[src/rtl/xfer_count_unit.sv]
module xfer_count_unit #(
  parameter int          CNT_BYTES     = 3,
  parameter int          ADDR_W        = 2,
  parameter int          REM_W         = 17,
  parameter int          CMD_BUF_BYTES = 16,
  parameter int          ZERO_LOAD     = 65536,
  parameter int          DMA_FLAG_BIT  = 7,
  parameter logic [7:0]  CHIP_ID       = 8'hA2
) (
  input  logic                    clk,
  input  logic                    rst_n,
  input  logic                    host_wr,
  input  logic [ADDR_W-1:0]       host_addr,
  input  logic [7:0]              host_wdata,
  output logic [7:0]              host_rdata,
  input  logic                    xfer_start,
  input  logic                    cmd_phase,
  input  logic [REM_W-1:0]        remaining,
  input  logic                    byte_done,
  output logic                    dma_mode,
  output logic                    xfer_active,
  output logic [8*CNT_BYTES-1:0]  work_len,
  output logic                    tc,
  output logic                    done_pulse
);

  localparam int                CNT_W    = 8 * CNT_BYTES;
  localparam logic [ADDR_W-1:0] CMD_ADDR = ADDR_W'(CNT_BYTES);
  localparam logic [ADDR_W-1:0] HI_ADDR  = ADDR_W'(CNT_BYTES - 1);

  logic [7:0]       shadow_b [CNT_BYTES];
  logic [CNT_W-1:0] shadow;
  logic [CNT_W-1:0] cnt;
  logic [CNT_W-1:0] eff_len;
  logic [CNT_W-1:0] limit;
  logic [CNT_W-1:0] start_len;
  logic             hi_written;
  logic             cmd_wr;
  logic             count_wr;
  logic             load;
  logic             finish;

  assign cmd_wr   = host_wr && (host_addr == CMD_ADDR);
  assign count_wr = host_wr && (int'(host_addr) < CNT_BYTES);
  assign eff_len  = (cnt == '0) ? CNT_W'(ZERO_LOAD) : cnt;
  assign limit    = cmd_phase ? CNT_W'(CMD_BUF_BYTES) : CNT_W'(remaining);
  assign start_len = (eff_len < limit) ? eff_len : limit;
  assign load     = xfer_start && dma_mode;
  assign finish   = load ? (start_len == '0)
                         : (xfer_active && byte_done && work_len == CNT_W'(1));

  for (genvar i = 0; i < CNT_BYTES; i++) begin : g_lane
    always_ff @(posedge clk or negedge rst_n) begin
      if (!rst_n)
        shadow_b[i] <= '0;
      else if (host_wr && host_addr == ADDR_W'(i))
        shadow_b[i] <= host_wdata;
    end
    assign shadow[8*i +: 8] = shadow_b[i];
  end

  always_ff @(posedge clk or negedge rst_n) begin
    if (!rst_n) begin
      cnt        <= '0;
      dma_mode   <= 1'b0;
      hi_written <= 1'b0;
    end else begin
      if (finish)
        cnt <= '0;
      else if (cmd_wr && host_wdata[DMA_FLAG_BIT])
        cnt <= shadow;
      if (cmd_wr)
        dma_mode <= host_wdata[DMA_FLAG_BIT];
      if (host_wr && host_addr == HI_ADDR)
        hi_written <= 1'b1;
    end
  end

  always_ff @(posedge clk or negedge rst_n) begin
    if (!rst_n) begin
      work_len    <= '0;
      xfer_active <= 1'b0;
      tc          <= 1'b0;
      done_pulse  <= 1'b0;
    end else begin
      done_pulse <= finish;
      if (finish)
        tc <= 1'b1;
      else if (load || count_wr)
        tc <= 1'b0;
      if (load) begin
        work_len    <= start_len;
        xfer_active <= (start_len != '0);
      end else if (xfer_active && byte_done) begin
        work_len <= work_len - CNT_W'(1);
        if (work_len == CNT_W'(1))
          xfer_active <= 1'b0;
      end
    end
  end

  always_comb begin
    host_rdata = '0;
    if (host_addr == HI_ADDR && !hi_written)
      host_rdata = CHIP_ID;
    else if (int'(host_addr) < CNT_BYTES)
      host_rdata = cnt[8*int'(host_addr) +: 8];
  end

endmodule

[config.mk]
export PLATFORM = sky130hd
export DESIGN_NAME = xfer_count_unit
export DESIGN_NICKNAME = d
export VERILOG_FILES = /design/src/rtl/xfer_count_unit.sv
export SDC_FILE = /design/constraint.sdc
export NUM_CORES = 1
export LEC_CHECK = 0
export ABC_AREA = 1
export BUFFER_PORTS_ARGS = -buffer_cell sky130_fd_sc_hd__buf_2
export CELL_PAD_IN_SITES_DETAIL_PLACEMENT = 1
export CELL_PAD_IN_SITES_GLOBAL_PLACEMENT = 1
export CORE_MARGIN = 10
export CORE_UTILIZATION = 25
export DETAILED_ROUTE_END_ITERATION = 6
export GPL_TIMING_DRIVEN = 1
export PLACE_DENSITY = 0.62
export SETUP_SLACK_MARGIN = 0.4
export SYNTH_ARGS = -nofsm -noshare
export SYNTH_HDL_FRONTEND = slang
export SYNTH_SLANG_ARGS = --single-unit
[constraint.sdc]
create_clock -name clk -period 3.3 [get_ports clk]
set_clock_uncertainty 0.05 [all_clocks]
set_input_delay 0 -clock clk [delete_from_list [all_inputs] [get_ports clk]]
set_output_delay 0 -clock clk [all_outputs]
set_load 0.005 [all_outputs]
# --- Word level (Yosys, flattened, before mapping) ---
# Cells that the tools add are included.
classes:
  addsub: 1
  n_lt_le_gt_ge: 2
  eq_ne: 4
  shifts: 1
  muxes: 15
  n_reduce_logical: 21
op_table:
  columns: ["cell", "count"]
  rows:
  - ["$mux W24", 6]
  - ["$logic_not A24 Y1", 2]
  - ["$eq A24 B1 Y1 const B", 1]
  - ["$lt A24 B17 Y1", 1]
  - ["$reduce_bool A24 Y1", 1]
  - ["$shiftx A24 B6 Y8", 1]
  - ["$sub A24 B1 Y24 const B", 1]
  - ["$mux W17", 1]
  - ["$mux W8", 2]
  - ["$logic_and A1 B1 Y1", 10]
  - ["$reduce_bool A2 Y1", 4]
  - ["$mux W1", 6]
  - ["$eq A2 B2 Y1 const B", 2]
  - ["$eq A2 B1 Y1 const B", 1]
  - ["$logic_not A2 Y1", 1]
  - ["$lt A2 B2 Y1 const B", 1]
  - ["$reduce_and A2 Y1", 1]
  - ["$logic_not A1 Y1", 1]
  - ["$logic_or A1 B1 Y1", 1]
totals:
  regBits: 77
  in_bits: 33
  out_inout_bits: 36

# --- Depth between registers and ports, before layout ---
# Gate-level depths: netlist of the first run.
logic_depth:
  ltp_word: 7
  depth_mapped: 21

# --- Worst setup path before layout of the first run ---
# No wires, ideal clock.
synth_timing:
  kind: "register -> register"
  startpoint: "register cnt[20]"
  endpoint: "register xfer_active"
  arrival_time_ns: 2.351
  setup_slack_ns: 0.758
  path_stages_with_launch: 19
  n_path_buf: 2
  period_less_slack_ns: 2.542
  path_cell_list: "dfrtp_1 -> nor2_2 -> nand3_1 -> nor2_1 -> nand3_1 -> nand2_1 -> ha_1 -> nand4_1 -> a21oi_1 -> nor2_4 -> buf_4 -> nand3_1 -> nand2_1 -> nand2_1 -> nor2_1 -> nand3_1 -> o21bai_4 -> buf_6 -> o21ai_1"
synth_between:
  elab_chain_len: 6
synth_lines:
  columns: ["item", "line", "source"]
  rows:
  - ["start, declared", "33", "logic [CNT_W-1:0] cnt;"]
  - ["start signal, assigned", "71", "cnt <= shadow;"]
  - ["$logic_not A24 Y1", "45", "assign eff_len = (cnt == '0) ? CNT_W'(ZERO_LOAD) : cnt;"]
  - ["$mux W24 *", "45", null]
  - ["$lt A24 B17 Y1", "47", "assign start_len = (eff_len < limit) ? eff_len : limit;"]
  - ["$mux W24 *", "47", null]
  - ["$reduce_bool A24 Y1 *", "93", "xfer_active <= (start_len != '0);"]
  - ["$mux W1 *", "91", "if (load) begin"]
  - ["end signal, assigned", "93", null]
  - ["end, declared", "21", "output logic xfer_active,"]
# Mark *: on every way between the ends. The rest lies on a longest branch, timed or not.
# A chain may end at the register's enable or synchronous reset.

# --- Final worst setup path of the first run ---
layout_timing:
  startpoint: "register cnt[20]"
  endpoint: "register cnt[0]"
layout_between:
  elab_chain_len: 7
  elab_cells_between_ends: 8
  cone_classes: "order compare: 1; mux: 4; reduce/logical: 3"
layout_lines:
  columns: ["item", "line", "source"]
  rows:
  - ["$logic_not A24 Y1", "45", null]
  - ["$mux W24 *", "45", null]
  - ["$lt A24 B17 Y1", "47", null]
  - ["$mux W24 *", "47", null]
  - ["$logic_not A24 Y1 *", "49", "assign finish = load ? (start_len == '0)"]
  - ["$mux W1 *", "49", null]
  - ["$mux W24 / $reduce_bool A2 Y1 (equally long branches)", null, null]
# Marked as above.

==> impl_metrics.env, run 1 <==
export IMPL_fin_nets=749
export IMPL_syn2layout_area_growth_pct=25.3
export IMPL_critPathBufInv=3
export IMPL_cts_tree="built"
export IMPL_seqCellArea_mm2=0.00193
export IMPL_ys_warn_count=0
export IMPL_start_kind="flop"
export IMPL_finalHoldViolations=0
export IMPL_fp_dieW_um=156
export IMPL_clk_insertion_delay_late_ns=0.35
export IMPL_critPathArrivalTime_ns=3.09
export IMPL_cts_buffer_depth=2
export IMPL_crit_chain="nor2_2 -> nand3_1 -> nor2_1 -> nand3_1 -> nand2_1 -> ha_1 -> nand4_1 -> nor3_2 -> nand2_4 -> buf_8 -> nand3_1 -> nand2_2 -> nand2_1 -> nor2_1 -> nand3_2 -> o21bai_4 -> buf_4 -> buf_16 -> a21oi_1"
export IMPL_synth_cell_area_mm2=0.00462
export IMPL_synthDistinctLibCells=37
export IMPL_cpPeakStageDelay_ns=0.40
export IMPL_antenna_found_initial=0
export IMPL_hp_class="input port to flop"
export IMPL_finalSetupTns_ns=0
export IMPL_multi_input_area_mm2=0.00239
export IMPL_synth_edff_count=0
export IMPL_run_status="finished, final reports clean"
export IMPL_route_detailed_wl_per_inst_um=17.7
export IMPL_first_global_vias=4589
export IMPL_end_kind="flop"
export IMPL_slew_headroom_pct=29.7
export IMPL_htreeDepth=3
export IMPL_gp_congestion=0.880
export IMPL_grt_pass1_wl_mm=25.7
export IMPL_synth_top_cell_area_share_pct=41.7
export IMPL_setup_viol=0
export IMPL_leakage_uw=0.00299
export IMPL_wirelength_mm=16.5
export IMPL_crit_required_ns=3.46
export IMPL_design_area_mm2=0.00579
export IMPL_fillCellCount=2220
export IMPL_vias_per_cell=4.76
export IMPL_tightest_slew_ns=1.06
export IMPL_grt_max_degree=78
export IMPL_row_count=49
export IMPL_overflow=0
export IMPL_yosysSeqAreaShare_pct=41.7
export IMPL_syn_inst=623
export IMPL_finalCritPeriodShare_pct=88.8
export IMPL_dr_pass1_iters=4
export IMPL_syn_nets=674
export IMPL_ioPinCount=69
export IMPL_drv_cap=0
export IMPL_rsz0062_at_grt="yes"
export IMPL_vias=4440
export IMPL_maxSlewViolCount=0
export IMPL_clkTransAtPathRegs_ns=0.06
export IMPL_async_flop_share_pct=100
export IMPL_drc=0
export IMPL_layout_drive_gt1_share_pct=20.3
export IMPL_cpMaxStageDelayCell="dfrtp_1"
export IMPL_ys_ff_latch=77
export IMPL_antenna_left=0
export IMPL_yosys_most_used_dff="dfrtp_1"
export IMPL_portBuffers=68
export IMPL_die_h_um=156
export IMPL_ir_drop_v=0.000318
export IMPL_cts_buffers=9
export IMPL_clock_sinks=77
export IMPL_grtUsageTotal_pct=13.5
export IMPL_power_density_mw_per_mm2=681
export IMPL_critPathTopFamily="simple AND/OR/NAND/NOR gates"
export IMPL_drt_iter0_drc=258
export IMPL_syn_area_per_cell_um2=7.41
export IMPL_period_minus_slack_ns=2.93
export IMPL_place_detailed_hpwl_mm=12.3
export IMPL_cp_max_fo=13
export IMPL_core_mm2=0.0181
export IMPL_r2r_setup_slack_ns=0.37
export IMPL_n_antenna_cell=0
export IMPL_die_area_mm2=0.0243
export IMPL_netlist_top_cells_area="dfrtp_1 (42%), nand2_1 (15%), o21ai_0 (7.6%)"
export IMPL_crit_top_cell="nand3_1"
export IMPL_root_buffer="clkbuf_16"
export IMPL_utilization_pct=32.0
export IMPL_path_class="flop to flop"
export IMPL_max_clock_freq_mhz=341
export IMPL_synth_top_area_cell="dfrtp_1"
export IMPL_place_area_mm2=0.00514
export IMPL_start_util_pct=25.5
==> logic make-up (layout without fill, tap and decap cells) <==
family / count (synthesis) / count (layout) / synth area share, %
adder cells (fa/ha/maj): 18 / 18 / 4.88
AO/OA/AOI/OAI: 123 / 123 / 14.8
flip-flops: 77 / 77 / 41.7
AND/OR/NAND/NOR: 286 / 288 / 26.1
buffers and inverters: 100 / 178 / 8.80
XOR/XNOR: 17 / 17 / 3.22
multiplexers: 2 / 2 / 0.434
==> area by class of cell <==
type	count	area share [%]
clock buffer	11	4.02
tap	229	4.95
multi-input combinational	448	41.3
sequential	77	33.3
clock inverter	5	1.04
timing repair buffer	100	11.3
inverter	62	4.02
==> path summary, 6_finish.rpt <==
path                                   start     endpoint  cells after the start
max in group asynchronous              rst_n       cnt[3]                      2
worst min register to register    hi_written   hi_written                      2
worst max register to register       cnt[20]       cnt[0]                     19
min in group asynchronous              rst_n  work_len[4]                      2
worst max-delay path                 cnt[20]       cnt[0]                     19
worst min-delay path            remaining[2]  work_len[2]                      5
==> tightest hold or removal path: cells and delay by family <==
| kind | cells | cell delay [ns] |
|---|---|---|
| AOI/OAI and AO/OA | 1 | 0.07 |
| buffers and inverters | 1 | 0.10 |
| and+or+nand+nor | 3 | 0.20 |
==> power by group <==
part	internal (uW)	switching, uW	total [uW]
registers	1160	230	1390
clock network	589	407	996
logic	603	945	1550
==> cell usage in the layout (no fill, tap or decap), types with 4 or more instances in the layout <==
cell type and n:
a21oi_1 35, buf_2 67, buf_4 18, clkbuf_16 9, dfrtp_1 76, dlygate4sd3_1 10, ha_1 18, inv_1 50
inv_2 11, nand2_1 172, nand2_2 10, nand3_1 30, nand4_1 11, nor2_1 40, nor3_1 7, o211ai_1 4
o21ai_0 69, xnor2_1 8, xor2_1 9
==> what timing repair did <==
action | 4_1_cts | 5_1_grt
cloned | 1 | 2
resized for setup | 23 | 13
endpoints found under the hold margin | 102 | 0
pin swaps | 8 | 13
endpoints found under the setup margin | 27 | 27
hold buffers | 10 | 0
setup buffers | 12 | 3
==> state kept, by name, indices dropped and copies added, names as in the netlist <==
name	count
xfer_active	1
tc	1
dma_mode	1
done_pulse	1
work_len	24
shadow	24
hi_written	1
cnt	24
==> cell usage after synthesis, types with 3 or more instances <==
cell	instances
xnor2_1	8
o211ai_1	4
nand4_1	11
inv_1	60
ha_1	18
dfrtp_1	77
nor4_1	3
a21oi_1	36
nor3_1	8
nand3_1	32
clkbuf_1	31
o2111ai_1	3
xor2_1	9
buf_6	3
nor2_1	41
o21ai_0	70
o21a_1	3
nand2_1	182
==> per-stage QoR <==
step / hold WS (ns) / instances / total power, uW / setup WS [ns]
floorplan: -0.346 / 623 / 2270 / 0.758
global placement: 0.185 / 888 / 2740 / 0.121
detailed placement: 0.208 / 888 / 2790 / -0.00320
CTS: 0.0158 / 927 / 3920 / 0.355
global route: 0.0584 / 932 / 4250 / 0.168
finish: 0.0195 / 932 / 3940 / 0.370
==> metal layers <==
layer	vias up	routed length, um	GRT usage, %	share of wire [%]
met5	-	0	0	0
met4	0	165	3.64	1.0
met3	9	778	3.25	4.7
met2	92	7810	21.8	47
met1	2162	7710	17.6	47
li1	2177	-	-	-
Power figures use the tool's default switching activity.
==> run 2, diff against run 1 <==
- CORE_MARGIN: 10 -> 5
- GPL_ROUTABILITY_DRIVEN: unset -> 0
==> impl_metrics.env, run 2 (synthesized netlist as in run 1, its figures left out) <==
export IMPL_run_status="finished, final reports clean"
export IMPL_route_detailed_wl_per_inst_um=17.1
export IMPL_fillCellCount=2224
export IMPL_finalSetupTns_ns=0
export IMPL_antenna_found_initial=0
export IMPL_clock_sinks=77
export IMPL_cp_max_fo=7
export IMPL_finalHoldViolations=0
export IMPL_grt_pass1_wl_mm=26.0
export IMPL_drt_iter0_drc=205
export IMPL_wirelength_mm=16.6
export IMPL_clk_insertion_delay_late_ns=0.35
export IMPL_core_mm2=0.0181
export IMPL_cts_buffers=9
export IMPL_syn2layout_area_growth_pct=32.9
export IMPL_clkTransAtPathRegs_ns=0.07
export IMPL_power_density_mw_per_mm2=664
export IMPL_htreeDepth=3
export IMPL_dr_wl_met3_um=710
export IMPL_first_global_vias=4779
export IMPL_crit_chain="inv_2 -> nand2_2 -> nor3_2 -> nand3_1 -> nand2_1 -> ha_1 -> nand4_1 -> nor3_2 -> nand2_4 -> buf_6 -> nand3_1 -> nand2_1 -> nand2_1 -> nor2_2 -> nand2_2 -> o21bai_4 -> buf_6 -> clkbuf_16 -> a21oi_1"
export IMPL_start_util_pct=25.5
export IMPL_reg2reg_from="cnt[18]"
export IMPL_die_h_um=146
export IMPL_startpoint="cnt[18]"
export IMPL_rsz0062_at_grt="yes"
export IMPL_slew_headroom_pct=32.6
export IMPL_period_minus_slack_ns=2.94
export IMPL_dr_pass1_iters=4
export IMPL_portBuffers=68
export IMPL_final_cell_mix="nand2_1 (159), dfrtp_1 (76), o21ai_0 (69)"
export IMPL_cts_tree="built"
export IMPL_top_layer_used="met4"
export IMPL_grt_max_degree=78
export IMPL_setup_viol=0
export IMPL_dr_wl_met2_mm=7.92
export IMPL_overflow=0
export IMPL_final_cells=973
export IMPL_place_detailed_hpwl_mm=11.8
export IMPL_hp_class="input port to flop"
export IMPL_fp_dieW_um=146
export IMPL_multi_input_area_mm2=0.00242
export IMPL_cpPeakStageDelay_ns=0.39
export IMPL_ir_drop_v=0.000278
export IMPL_start_kind="flop"
export IMPL_crit_top_cell="nand2_1"
export IMPL_maxSlewViolCount=0
export IMPL_leakage_uw=0.00318
export IMPL_cts_buffer_depth=2
export IMPL_dp_cells=887
export IMPL_tightest_slew_ns=1.01
export IMPL_min_from="host_wr"
export IMPL_critPathArrivalTime_ns=3.10
export IMPL_antenna_left=0
export IMPL_vias=4602
export IMPL_ioPinCount=69
export IMPL_fin_nets=790
export IMPL_path_class="flop to flop"
export IMPL_root_buffer="clkbuf_16"
export IMPL_seqCellArea_mm2=0.00193
export IMPL_grtUsageTotal_pct=15.2
export IMPL_die_area_mm2=0.0213
export IMPL_vias_per_cell=4.73
export IMPL_cpMaxStageDelayCell="dfrtp_1"
export IMPL_crit_required_ns=3.46
export IMPL_end_kind="flop"
export IMPL_layout_drive_gt1_share_pct=27.7
export IMPL_finalPower_uw=4080
export IMPL_met1_length_mm=7.74
export IMPL_drv_cap=0
export IMPL_max_clock_freq_mhz=341
export IMPL_n_antenna_cell=0
export IMPL_row_count=49
export IMPL_drc=0
export IMPL_finalCritPeriodShare_pct=89.0
export IMPL_layout_commonest_cell="nand2_1"
==> run 2: critical path: cells and delay by family (launching register included) <==
family / cells / cell delay (ns)
AO/OA/AOI/OAI: 2 / 0.23
AND/OR/NAND/NOR: 12 / 1.34
adder cells (fa/ha/maj): 1 / 0.23
flip-flops: 1 / 0.39
buffers and inverters: 4 / 0.53
==> run 2: per-stage QoR <==
stage	instance area, um^2	hold slack (ns)	util [%]	worst slack (ns)
3_3_place_gp	5130	0.180	28.4	0.231
2_1_floorplan	4620	-0.346	-	0.758
4_1_cts	5760	0.00195	31.8	0.353
3_5_place_dp	5130	0.191	28.4	0.0878
6_report	6140	0.00995	33.9	0.363
5_1_grt	6140	0.0255	33.9	0.200
==> run 2: final timing paths <==
kind | end | slack [ns] | cells past startpoint
max in group asynchronous | cnt[3] | 2.19 | 2
min | dma_mode | 0.01 | 4
min reg2reg | hi_written | 0.41 | 2
min in group asynchronous | work_len[4] | 0.33 | 2
max | cnt[16] | 0.36 | 19
max reg2reg | cnt[16] | 0.36 | 19
==> run 2: final cells by class <==
cell class	instances	share of cell area (%)
Inverter	62	3.79
Sequential cell	77	31.4
Tap cell	229	4.67
Clock inverter	6	0.754
Timing Repair Buffer	140	16.2
Multi-Input combinational cell	449	39.4
Clock buffer	10	3.73
==> run 2: power by group <==
group          internal [uW]  total [uW]  switching [uW]
registers               1160        1390             228
clock network            515         944             429
logic                    753        1740             989
total                   2430        4080            1650
==> run 2: per-layer routing <==
layer  global-route usage, %  vias up
met5                       0        -
met1                    20.5     2222
li1                        -     2271
met2                    24.8       93
met3                    3.15       16
met4                    4.27        0
==> run 2: what timing repair did <==
action,CTS,global route
pin swaps,8,25
hold buffers,9,0
cloned,5,1
setup endpoints to repair,27,27
setup buffers,13,42
hold endpoints to repair,101,0
gates resized for setup,36,22
